File: config.mk
export PLATFORM = sky130hd
export DESIGN_NAME = nibble_rtc
export DESIGN_NICKNAME = d
export VERILOG_FILES = /design/src/rtl/rtc_pkg.sv /design/src/rtl/rtc_cal_step.sv /design/src/rtl/rtc_ctrl.sv /design/src/rtl/rtc_digits.sv /design/src/rtl/nibble_rtc.sv
export SDC_FILE = /design/constraint.sdc
export NUM_CORES = 1
export LEC_CHECK = 0
export ABC_AREA = 1
export BUFFER_PORTS_ARGS = -buffer_cell sky130_fd_sc_hd__buf_2
export CORE_ASPECT_RATIO = 1.1
export CORE_MARGIN = 4
export CORE_UTILIZATION = 45
export DETAILED_ROUTE_END_ITERATION = 7
export PLACE_DENSITY = 0.64
export SKIP_LAST_GASP = 1
export SLEW_MARGIN = 25
export SYNTH_ARGS = -nofsm -noshare
export SYNTH_HDL_FRONTEND = slang
export SYNTH_SLANG_ARGS = --single-unit
File: constraint.sdc
create_clock -name clk -period 2.5 [get_ports clk]
set_input_delay 0.125 -clock clk [delete_from_list [all_inputs] [get_ports clk]]
set_output_delay 0.125 -clock clk [all_outputs]
set_load 0.1 [all_outputs]
File: src/rtl/rtc_pkg.sv
`timescale 1ns/1ps
// Shared constants, the digit-record type and calendar helper functions
// for the nibble calendar timekeeper. Assumes one BCD digit per 4-bit register.
package rtc_pkg;

    localparam int          DIGITS    = 15;
    localparam int          NIB_W     = 4;
    localparam int          BANK_W    = 2;
    localparam logic [3:0]  CTRL_ADDR = 4'hF;
    localparam int          BUSY_BIT  = 0;
    localparam int          STOP_BIT  = 1;
    localparam int          BANK_LSB  = 2;

    typedef logic [NIB_W-1:0] nib_t;

    // Field order from MSB to LSB matches address 14 down to address 0.
    typedef struct packed {
        nib_t yr_k;
        nib_t yr_h;
        nib_t yr_t;
        nib_t yr_u;
        nib_t mo_t;
        nib_t mo_u;
        nib_t dy_t;
        nib_t dy_u;
        nib_t wday;
        nib_t hr_t;
        nib_t hr_u;
        nib_t mn_t;
        nib_t mn_u;
        nib_t sc_t;
        nib_t sc_u;
    } cal_t;

    // Reset image: 2000-01-01 00:00:00, weekday 0.
    localparam logic [DIGITS*NIB_W-1:0] CAL_RST = 60'h2000_0101_0000_000;

    // Last day of a BCD month, returned as two BCD digits.
    function automatic logic [7:0] last_day(input nib_t mt, input nib_t mu, input logic leap);
        logic [7:0] m;
        m = {mt, mu};
        case (m)
            8'h02:                      last_day = leap ? 8'h29 : 8'h28;
            8'h04, 8'h06, 8'h09, 8'h11: last_day = 8'h30;
            default:                    last_day = 8'h31;
        endcase
    endfunction

    // Leap test on four BCD digits; relies on 10 being 2 modulo 4.
    function automatic logic is_leap(input nib_t k, input nib_t h, input nib_t t, input nib_t u);
        logic [1:0] lo2;
        logic [1:0] hi2;
        lo2 = {t[0], 1'b0} + u[1:0];
        hi2 = {k[0], 1'b0} + h[1:0];
        is_leap = (lo2 == 2'b00) && (({t, u} != 8'h00) || (hi2 == 2'b00));
    endfunction

endpackage

File: src/rtl/rtc_cal_step.sv
`timescale 1ns/1ps
// Combinational one-second step of the whole calendar record.
// Assumes the input digits form a valid date and time.
module rtc_cal_step
    import rtc_pkg::*;
(
    input  cal_t cur_i,
    output cal_t nxt_o
);

    logic       c_min;
    logic       c_hr;
    logic       c_day;
    logic       c_mon;
    logic       carry;
    logic       leap;
    logic [7:0] lastd;
    logic [15:0] yv;

    // Ripple the carries from seconds up to the year digits.
    always_comb begin
        nxt_o = cur_i;
        leap  = is_leap(cur_i.yr_k, cur_i.yr_h, cur_i.yr_t, cur_i.yr_u);
        lastd = last_day(cur_i.mo_t, cur_i.mo_u, leap);

        c_min = (cur_i.sc_u == 4'd9) && (cur_i.sc_t == 4'd5);
        c_hr  = c_min && (cur_i.mn_u == 4'd9) && (cur_i.mn_t == 4'd5);
        c_day = c_hr && (cur_i.hr_t == 4'd2) && (cur_i.hr_u == 4'd3);
        c_mon = c_day && ({cur_i.dy_t, cur_i.dy_u} == lastd);

        // seconds
        if (cur_i.sc_u == 4'd9) begin
            nxt_o.sc_u = 4'd0;
            nxt_o.sc_t = (cur_i.sc_t == 4'd5) ? 4'd0 : cur_i.sc_t + 4'd1;
        end else begin
            nxt_o.sc_u = cur_i.sc_u + 4'd1;
        end

        // minutes
        if (c_min) begin
            if (cur_i.mn_u == 4'd9) begin
                nxt_o.mn_u = 4'd0;
                nxt_o.mn_t = (cur_i.mn_t == 4'd5) ? 4'd0 : cur_i.mn_t + 4'd1;
            end else begin
                nxt_o.mn_u = cur_i.mn_u + 4'd1;
            end
        end

        // hours
        if (c_hr) begin
            if (c_day) begin
                nxt_o.hr_t = 4'd0;
                nxt_o.hr_u = 4'd0;
            end else if (cur_i.hr_u == 4'd9) begin
                nxt_o.hr_u = 4'd0;
                nxt_o.hr_t = cur_i.hr_t + 4'd1;
            end else begin
                nxt_o.hr_u = cur_i.hr_u + 4'd1;
            end
        end

        // weekday and day of month
        if (c_day) begin
            nxt_o.wday = (cur_i.wday == 4'd6) ? 4'd0 : cur_i.wday + 4'd1;
            if (c_mon) begin
                nxt_o.dy_t = 4'd0;
                nxt_o.dy_u = 4'd1;
            end else if (cur_i.dy_u == 4'd9) begin
                nxt_o.dy_u = 4'd0;
                nxt_o.dy_t = cur_i.dy_t + 4'd1;
            end else begin
                nxt_o.dy_u = cur_i.dy_u + 4'd1;
            end
        end

        // month
        carry = 1'b0;
        if (c_mon) begin
            if ({cur_i.mo_t, cur_i.mo_u} == 8'h12) begin
                nxt_o.mo_t = 4'd0;
                nxt_o.mo_u = 4'd1;
                carry      = 1'b1;
            end else if (cur_i.mo_u == 4'd9) begin
                nxt_o.mo_u = 4'd0;
                nxt_o.mo_t = 4'd1;
            end else begin
                nxt_o.mo_u = cur_i.mo_u + 4'd1;
            end
        end

        // four-digit decimal year counter
        yv = {cur_i.yr_k, cur_i.yr_h, cur_i.yr_t, cur_i.yr_u};
        for (int k = 0; k < 4; k++) begin
            if (carry) begin
                if (yv[4*k +: 4] == 4'd9) begin
                    yv[4*k +: 4] = 4'd0;
                end else begin
                    yv[4*k +: 4] = yv[4*k +: 4] + 4'd1;
                    carry        = 1'b0;
                end
            end
        end
        {nxt_o.yr_k, nxt_o.yr_h, nxt_o.yr_t, nxt_o.yr_u} = yv;
    end

endmodule

File: src/rtl/rtc_ctrl.sv
`timescale 1ns/1ps
// Control register, busy window counter and deferred-write holding slot.
// Assumes BUSY_CYCLES >= 1 and one bus access per cycle.
module rtc_ctrl
    import rtc_pkg::*;
#(
    parameter int BUSY_CYCLES = 4
) (
    input  logic              clk,
    input  logic              rst_n,
    input  logic              tick_i,
    input  logic              wr_i,
    input  logic [3:0]        addr_i,
    input  logic [3:0]        wdata_i,
    output logic              stop_o,
    output logic [BANK_W-1:0] bank_o,
    output logic              busy_o,
    output logic              step_o,
    output logic              we_o,
    output logic [3:0]        waddr_o,
    output logic [3:0]        wdata_o
);

    localparam int CNT_W = $clog2(BUSY_CYCLES + 1);

    logic [CNT_W-1:0]  cnt_q;
    logic              stop_q;
    logic [BANK_W-1:0] bank_q;
    logic              pend_v_q;
    logic [3:0]        pend_a_q;
    logic [3:0]        pend_d_q;
    logic              ctrl_hit;
    logic              digit_hit;
    logic              in_window;
    logic              closing;

    assign ctrl_hit  = wr_i && (addr_i == CTRL_ADDR);
    assign digit_hit = wr_i && (addr_i != CTRL_ADDR) && (bank_q == '0);
    assign step_o    = tick_i && !stop_q;
    assign in_window = (cnt_q != '0) || step_o;
    assign closing   = (cnt_q == CNT_W'(1)) && !step_o;
    assign stop_o    = stop_q;
    assign bank_o    = bank_q;
    assign busy_o    = (cnt_q != '0);

    // Choose which digit write, if any, lands on this edge.
    always_comb begin
        we_o    = 1'b0;
        waddr_o = addr_i;
        wdata_o = wdata_i;
        if (digit_hit && !in_window) begin
            we_o = 1'b1;
        end else if (closing) begin
            if (digit_hit) begin
                we_o = 1'b1;
            end else if (pend_v_q) begin
                we_o    = 1'b1;
                waddr_o = pend_a_q;
                wdata_o = pend_d_q;
            end
        end
    end

    // Control register fields.
    always_ff @(posedge clk) begin
        if (!rst_n) begin
            stop_q <= 1'b0;
            bank_q <= '0;
        end else if (ctrl_hit) begin
            stop_q <= wdata_i[STOP_BIT];
            bank_q <= wdata_i[BANK_LSB +: BANK_W];
        end
    end

    // Busy window down-counter, restarted by each accepted tick.
    always_ff @(posedge clk) begin
        if (!rst_n) begin
            cnt_q <= '0;
        end else if (step_o) begin
            cnt_q <= CNT_W'(BUSY_CYCLES);
        end else if (cnt_q != '0) begin
            cnt_q <= cnt_q - CNT_W'(1);
        end
    end

    // Holding slot for the latest digit write made inside the window.
    always_ff @(posedge clk) begin
        if (!rst_n) begin
            pend_v_q <= 1'b0;
            pend_a_q <= '0;
            pend_d_q <= '0;
        end else if (closing) begin
            pend_v_q <= 1'b0;
        end else if (digit_hit && in_window) begin
            pend_v_q <= 1'b1;
            pend_a_q <= addr_i;
            pend_d_q <= wdata_i;
        end
    end

endmodule

File: src/rtl/rtc_digits.sv
`timescale 1ns/1ps
// Storage for the digit registers; a bus write wins over a calendar step.
// Assumes write and step never target the same edge in normal use.
module rtc_digits #(
    parameter int                    N     = 15,
    parameter logic [N*4-1:0]        RST_V = '0
) (
    input  logic           clk,
    input  logic           rst_n,
    input  logic           step_i,
    input  logic [N*4-1:0] next_i,
    input  logic           we_i,
    input  logic [3:0]     waddr_i,
    input  logic [3:0]     wdata_i,
    output logic [N*4-1:0] q_o
);

    for (genvar i = 0; i < N; i++) begin : g_dig
        // One digit: reset image, bus load, or stepped value.
        always_ff @(posedge clk) begin
            if (!rst_n) begin
                q_o[4*i +: 4] <= RST_V[4*i +: 4];
            end else if (we_i && (waddr_i == 4'(i))) begin
                q_o[4*i +: 4] <= wdata_i;
            end else if (step_i) begin
                q_o[4*i +: 4] <= next_i[4*i +: 4];
            end
        end
    end

endmodule

File: src/rtl/nibble_rtc.sv
`timescale 1ns/1ps
// Banked nibble-register calendar timekeeper: bus decode, read port,
// and wiring of control, calendar step and digit storage.
// Assumes tick_i is a single-cycle pulse synchronous to clk.
module nibble_rtc
    import rtc_pkg::*;
#(
    parameter int BUSY_CYCLES = 4
) (
    input  logic       clk,
    input  logic       rst_n,
    input  logic       tick_i,
    input  logic       rd_i,
    input  logic       wr_i,
    input  logic [3:0] addr_i,
    input  logic [3:0] wdata_i,
    output logic [3:0] rdata_o
);

    logic                    stop_w;
    logic [BANK_W-1:0]       bank_w;
    logic                    busy_w;
    logic                    step_w;
    logic                    we_w;
    logic [3:0]              waddr_w;
    logic [3:0]              wdata_w;
    logic [DIGITS*4-1:0]     dig_q;
    cal_t                    nxt_w;
    logic [3:0]              rd_mux;

    rtc_ctrl #(.BUSY_CYCLES(BUSY_CYCLES)) u_ctrl (
        .clk     (clk),
        .rst_n   (rst_n),
        .tick_i  (tick_i),
        .wr_i    (wr_i),
        .addr_i  (addr_i),
        .wdata_i (wdata_i),
        .stop_o  (stop_w),
        .bank_o  (bank_w),
        .busy_o  (busy_w),
        .step_o  (step_w),
        .we_o    (we_w),
        .waddr_o (waddr_w),
        .wdata_o (wdata_w)
    );

    rtc_cal_step u_step (
        .cur_i (cal_t'(dig_q)),
        .nxt_o (nxt_w)
    );

    rtc_digits #(.N(DIGITS), .RST_V(CAL_RST)) u_digits (
        .clk     (clk),
        .rst_n   (rst_n),
        .step_i  (step_w),
        .next_i  (nxt_w),
        .we_i    (we_w),
        .waddr_i (waddr_w),
        .wdata_i (wdata_w),
        .q_o     (dig_q)
    );

    // Read selection: control in every bank, digits only in bank 0.
    always_comb begin
        if (addr_i == CTRL_ADDR) begin
            rd_mux = {bank_w, stop_w, busy_w};
        end else if (bank_w == '0) begin
            rd_mux = dig_q[{addr_i, 2'b00} +: 4];
        end else begin
            rd_mux = 4'd0;
        end
    end

    // Read data register, loaded on a read strobe and held otherwise.
    always_ff @(posedge clk) begin
        if (!rst_n) begin
            rdata_o <= 4'd0;
        end else if (rd_i) begin
            rdata_o <= rd_mux;
        end
    end

endmodule

==> results of run 1 <==
cell usage after synthesis (14+ instances only):
cell type / instances / share of area [%]
nand3_1: 62 / 5.6
dfxtp_1: 79 / 29
inv_2: 22 / 1.5
o21ai_0: 73 / 6.6
a31oi_1: 16 / 1.8
nand2_2: 14 / 1.6
nor2_1: 69 / 4.7
nand2_1: 181 / 12
inv_1: 96 / 6.5
a21oi_1: 85 / 7.7
nor3_1: 17 / 1.5
tightest hold or removal path: cells and delay by family:
kind,cells,cell delay [ns]
buf+inv,2,0.12
compound gates,1,0.11
how the worst max path moves through the flow:
stage / from / to / slack, ns / cells past startpoint
floorplan: u_ctrl.cnt_q[0] / u_digits.q_o[49] / 0.52 / 13
global placement: u_ctrl.cnt_q[0] / u_digits.q_o[23] / 0.21 / 12
detailed placement: u_ctrl.cnt_q[0] / u_digits.q_o[47] / 0.22 / 15
CTS: u_ctrl.cnt_q[0] / u_digits.q_o[20] / 0.15 / 12
global route: u_ctrl.cnt_q[0] / u_digits.q_o[50] / 0.01 / 13
finish: u_ctrl.cnt_q[0] / u_digits.q_o[20] / 0.22 / 12
power groups by stage:
stage                     sequential (uW)  combinational [uW]  clock [uW]
after floorplan                      1380                 249           0
after global placement               1350                 398           0
after detailed placement             1350                 398           0
after CTS                            1320                 399        1410
after global routing                 1330                 449        1460
final                                1320                 410        1380
logic make-up (layout without fill, tap and decap cells):
| family | count (synthesis) | count (layout) | synth area share (%) |
|---|---|---|---|
| adder cells (fa/ha/maj) | 9 | 9 | 2.03 |
| flip-flops | 79 | 79 | 28.6 |
| XOR/XNOR | 16 | 16 | 2.53 |
| AO/OA/AOI/OAI | 226 | 226 | 23.0 |
| AND/OR/NAND/NOR | 390 | 390 | 33.5 |
| buffers and inverters | 144 | 182 | 10.4 |
through the flow:
stage | instances | util [%]
floorplan | 864 | -
global placement | 1037 | 49.0
detailed placement | 1037 | 49.0
CTS | 1053 | 51.5
global route | 1056 | 51.9
finish | 1056 | 51.9
layout by cell type, fill, tap and decap left out, types with 5 or more instances in the layout:
cell type | netlist | routed
clkbuf_16 | 0 | 9
ha_1 | 9 | 8
dfxtp_1 | 79 | 78
xor2_1 | 13 | 13
nand2_1 | 181 | 181
o221ai_1 | 5 | 5
nor3_1 | 17 | 17
inv_1 | 96 | 96
nand3_1 | 62 | 62
buf_4 | 0 | 26
nor2_4 | 9 | 9
o211ai_1 | 11 | 11
inv_2 | 22 | 22
o21ai_1 | 13 | 14
nand2_4 | 5 | 6
nor2_1 | 69 | 68
buf_2 | 3 | 16
nor2_2 | 9 | 10
o21ai_0 | 73 | 72
a31oi_1 | 16 | 16
nand2_2 | 14 | 13
clkinv_1 | 5 | 5
a21oi_1 | 85 | 85
o2111ai_1 | 5 | 5
nand4_1 | 10 | 10
layer usage:
| layer | vias up | wire [microns] |
|---|---|---|
| met5 | - | 0 |
| met4 | 0 | 495 |
| met3 | 39 | 586 |
| met2 | 127 | 7500 |
| met1 | 2585 | 7520 |
| li1 | 2957 | - |
registers in the layout, indices dropped and copies added, names as in the netlist:
| register | flops |
|---|---|
| u_ctrl.stop_o | 1 |
| u_ctrl.pend_v_q | 1 |
| u_ctrl.bank_o | 2 |
| u_ctrl.pend_d_q | 4 |
| rdata_o | 4 |
| u_digits.q_o | 60 |
| u_ctrl.cnt_q | 3 |
| u_ctrl.pend_a_q | 4 |
timing repair:
action	in CTS	in global routing
setup buffers	0	3
setup endpoints to repair	0	7
gates resized for setup	0	6
endpoints found under the hold margin	0	0
layout make-up:
| cell class | instances | area [sq um] |
|---|---|---|
| Clock inverter | 4 | 53.8 |
| Multi-Input combinational cell | 641 | 3400 |
| Sequential cell | 79 | 1580 |
| Tap cell | 154 | 193 |
| Inverter | 123 | 462 |
| Timing Repair Buffer | 43 | 295 |
| Fill cell | 1264 | 5790 |
| Clock buffer | 12 | 256 |
==> impl_results.md, run 1 <==
- Final Max Slew Viols: 0
- Cells after Synth: roughly 860
- Max-cap viol count: 0
- Pre-antenna DRT Iters: 5
- Crit path cell chain: inv_1 -> ha_1 -> ha_4 -> inv_1 -> nor2_1 -> nor2_1 -> a21oi_4 -> nand3_2 -> inv_2 -> a21oi_1 -> nand2_1 -> a21oi_1
- Vias in the first global route: between 5,000 and 6,000
- Antenna cells: 0
- Slew Limit Headroom: between 60% and 70%
- Met1 GRT Util: around 31%
- DRT antenna net count: 0
- WP data required: approximately 2.8 ns
- Mapped Nets: 886
- IO buf count: 16
- Hold depth: 3
- Synth Register Bits: 79
- Clk slew on worst S/H paths: 0.06 ns
- Post-DP Area: just under 0.006 sq mm
- Vias per cell: 5.41
- Buf/Inv on CP: 3
- Max incr delay on CP: roughly 0.38 ns
- Slew @ Worst Pin: 0.538 ns
- Grt ovf: 0
- Hold Vio Cnt, Final: 0
- Worst clock skew: roughly 0.0096 ns
- Comb pwr share: between 10% and 20%
- Power per Cell Area: between 400 and 500 mW/mm^2
- Tot GR Track Use: a little under a quarter
- Hold Slack: about 0.038 ns
- Row count: 42
- DRT iter0 DRCs: roughly 370
- Total wire length: about 16,000 microns
- Vias: about 5,700
- Hold Path End: u_ctrl.pend_d_q[0]
- GRT met2 Usage: 37.6%
- Worst-Skew Late Latency: roughly 0.35 ns
- Initial antenna violation count: 0
- Asr flop ratio synth: 0%
- Register area share after synthesis: approximately 29%
- Mapped Avg Cell Area: 6.41 sq um
- P_sw: around 860 uW
- CTS Hold Bufs: 0
- Top delay family on crit path: compound AO/OA/AOI/OAI gates
- Main synth FF type: dfxtp_1
- EDFF count, synth: 0
- Clock group share of total power: between 40% and 50%
- Setup TNS: 0 ns
- H-tree levels: 3
- Die height: around 120 microns
- Die Span X: 114 microns
- Initial Util: a little under half
- Layout net count: between 900 and 1,000
- Share of layout cells above drive strength 1: between 10 and 15%
- Crit Path Class: flop to flop
- CP arrival: around 2.6 ns
- Setup crit end kind: flop
- Flop2flop setup slack: ~0.22 ns
- Reg2Reg Depth: 12
- Placer Congestion: just over 0.9
- DIE AREA: between 0.01 and 0.015 sq mm
- Status: completed
- Wire per inst: 15.2 microns
- CP max FO: 6
- Hpwl dp: between 10,000 and 15,000 microns
- CP max stage cell: dfxtp_1
- CTS sink count: 79
- Largest net degree at the start of global routing: 30
- First-pass GRT wire length: ~26,000 microns
- Pwr Total: 3110 uW
- Design area: roughly 0.0062 sq mm
- Worst setup margin: around 0.22 ns
- Yosys warnings: 0
- Shortest period the worst path allows: 2.28 ns
- Seq pwr share: approximately 43%
- CTS tree: built
- Synth cell types: 45
- Leak: 0.00247 uW
- Fmax: between 0.4 and 0.5 GHz
- M3 GR Usage: under 10%
- Number of remaining DRC errors: 0
- Worst r2r src: u_ctrl.cnt_q[0]
- Final setup fails: 0
- HP Class: input pin to flop
- Reg2reg end: u_digits.q_o[20]
- Root buf cell: clkbuf_16
- Max Root-Sink Buffers: 2
- Pre-CTS WS: 0.216 ns
- Inserted Clock Buffers: 9
- Unrepaired setup endpoints after global routing: no
- Peak VDD IR: roughly 0.3 mV
- IO Count: 17
- Crit path launch type: flop
- Pint: 2250 uW
- Mapped Area: between 0.005 and 0.006 sq mm
- Area Growth Syn to Fin: 12.8%
- Most used routing layer: met2
- Sw Ratio: 27.7%
- HP Start: wdata_i[0]
- Core area: around 0.012 sq mm
- Fin crit share: around nine tenths
Power figures use the tool's default switching activity.
==> run 2, diff against run 1 <==
==> constraint.sdc (replaced) <==
create_clock -name clk -period 2.35 [get_ports clk]
set_input_delay 0.1175 -clock clk [delete_from_list [all_inputs] [get_ports clk]]
set_output_delay 0.1175 -clock clk [all_outputs]
set_load 0.1 [all_outputs]
==> run 2 against run 1 <==
- first-iteration DRC count increased by 41%
- register-to-register slack got worse by 0.12 ns
- worst hold slack got worse by 0.011 ns
- core utilization increased by 2.3 points
- clock skew decreased by 0.00074 ns
- clock power increased by 10%
- largest power group unchanged
==> impl_results.md, run 2 (synthesis gave the netlist of run 1 again) <==
- DRT iter0 DRCs: 517 (+41%)
- Tot GR Track Use: 23.7% (+0.56 points)
- Worst clock skew: 0.00889 ns (-0.000740 ns)
- CP arrival: 2.53 ns (-0.03 ns)
- Hpwl dp: 12,300 microns (+1.4%)
- Largest net degree at the start of global routing: 53 (+77%)
- WP data required: 2.63 ns (-0.14 ns)
- Final Max Slew Viols: 0 (unchanged)
- Routed length on met2: 7730 microns (+3.1%)
- Worst-Skew Late Latency: 0.35 ns (about the same)
- Die Span X: 114 microns (unchanged)
- DIE AREA: 0.0141 sq mm (unchanged)
- Top layer in use: met4
- Crit Path Class: flop to flop
- IO Count: 17 (unchanged)
- DRT antenna net count: 0 (unchanged)
- Final setup fails: 0 (unchanged)
- Hold depth: 3 (unchanged)
- Die height: 124 microns (unchanged)
- Share of layout cells above drive strength 1: 18.7% (+3.8 points)
- Max-cap viol count: 0 (unchanged)
- Reg2reg end: u_digits.q_o[48]
- Most frequent cells in the layout: nand2_1 (179), inv_1 (94), a21oi_1 (84), dfxtp_1 (77), o21ai_0 (72)
- Wire per inst: 15.4 microns (+1.1%)
- Placed cells: 1,063 (+2.5%)
- Met3 wire len: 734 microns (+25%)
- Hold Slack: 0.0267 ns (-0.0111 ns)
- Area Growth Syn to Fin: 17.7%
- IO buf count: 16 (unchanged)
- Pre-antenna DRT Iters: 7 (+2)
- Clk slew on worst S/H paths: 0.06 ns (about the same)
- Max Root-Sink Buffers: 2 (unchanged)
- Peak VDD IR: 0.333 mV (+8.1%)
- Fin crit share: 95.9% (+4.5 points)
- Critical Path Source: u_ctrl.cnt_q[1]
- Layout net count: 944 (+2.7%)
- Leak: 0.00261 uW (+5.8%)
- Reg2Reg Depth: 14 (+2)
- Initial Util: 46.0% (unchanged)
- CP max FO: 6 (unchanged)
- Crit path launch type: flop
- CTS Hold Bufs: 0 (unchanged)
- Root buf cell: clkbuf_16
- Grt ovf: 0 (unchanged)
- H-tree levels: 3 (unchanged)
- Met1 wire length: 7490 microns (-0.37%)
- Status: completed
- CTS sink count: 79 (unchanged)
- Pre-CTS WS: 0.113 ns (-0.103 ns)
- Total wire length: 16,700 microns (+3.5%)
- HP Class: input pin to flop
- Fmax: 0.444 GHz (+1.4%)
- Reg with most FFs: u_digits.q_o
- Vias in the first global route: 5,366 (+3.7%)
- Slew Limit Headroom: 58.1% (-6.0 points)
- Shortest period the worst path allows: 2.25 ns (-0.0312 ns)
- Antenna cells: 0 (unchanged)
- Placer Congestion: 0.924 (about the same)
- Number of remaining DRC errors: 0 (unchanged)
- Finished Layout Cells: 1,081 (+2.4%)
- Largest register FFs: 60 (unchanged)
- Leading cell type in the layout, fill and taps excluded: nand2_1
- First-pass GRT wire length: 26,900 microns (+2.8%)
- Hold Vio Cnt, Final: 0 (unchanged)
- Crit path to: u_digits.q_o[48]
- Inserted Clock Buffers: 9 (unchanged)
- Initial antenna violation count: 0 (unchanged)
- CTS tree: built
- Slew @ Worst Pin: 0.629 ns (+0.0906 ns)
- Unrepaired setup endpoints after global routing: yes
- Vias per cell: 5.46 (+0.99%)
- Power per Cell Area: 520 mW/mm^2 (+4.5%)
- Flop2flop setup slack: 0.1 ns (-0.12 ns)
- Worst r2r src: u_ctrl.cnt_q[1]
- Setup crit end kind: flop
- Row count: 42 (unchanged)
- Worst setup margin: 0.0972 ns (-0.119 ns)
- Vias: 5,901 (+3.4%)
- Core area: 0.0120 sq mm (unchanged)
run 2: cell type report:
class / count / area (sq um)
fill: 1223 / 5510
multi-input combinational: 641 / 3470
sequential: 79 / 1580
timing repair buffer: 68 / 490
inverter: 123 / 467
clock buffer: 11 / 233
tap: 154 / 193
clock inverter: 5 / 81.3
run 2: repair_timing:
action	CTS	global route
resized for setup	0	29
endpoints found under the hold margin	0	0
endpoints found under the setup margin	0	51
setup buffers	0	2
run 2: stage by stage:
stage	setup TNS (ns)	area (sq um)	utilization (%)	power [uW]
6_report	0	6520	54.2	3390
5_1_grt	-0.228	6520	54.2	3530
4_1_cts	0	6400	53.2	3390
3_5_place_dp	0	6090	50.6	1870
3_3_place_gp	0	6090	50.6	1870
2_1_floorplan	0	5540	-	1730
run 2: worst min-delay path by stage:
stage / endpoint / from / slack [ns]
after floorplan: u_ctrl.pend_d_q[0] / wdata_i[0] / 0.27
after global placement: u_ctrl.pend_d_q[0] / wdata_i[0] / 0.39
after detailed placement: u_ctrl.pend_d_q[0] / wdata_i[0] / 0.40
after CTS: u_ctrl.pend_d_q[0] / wdata_i[0] / 0.02
after global routing: u_ctrl.pend_d_q[0] / wdata_i[0] / 0.05
final: u_ctrl.pend_d_q[0] / wdata_i[0] / 0.03
run 2: power by group:
group	switching, uW	internal [uW]	leakage, uW	total, uW
Combinational	322	146	0.00182	468
Clock	585	933	0.000150	1520
Sequential	28.1	1380	0.000641	1410
run 2: worst max-delay path, cell delays in order, from the launching register on:
cell and delay [ns]:
dfxtp_2 0.34, inv_4 0.08, ha_4 0.14, nand3_4 0.08, nor2_4 0.14, buf_6 0.13, inv_4 0.03, a21oi_4 0.28
nand3_4 0.17, nor3_4 0.33, buf_6 0.16, nand2_2 0.04, o21ai_2 0.07, nand2_1 0.06, a21oi_1 0.13
run 2: routing by layer:
layer / GRT usage (%) / up-vias
met2: 38.1 / 160
met5: 0 / -
met1: 30.5 / 2683
li1: - / 3006
met3: 3.45 / 52
met4: 12.4 / 0
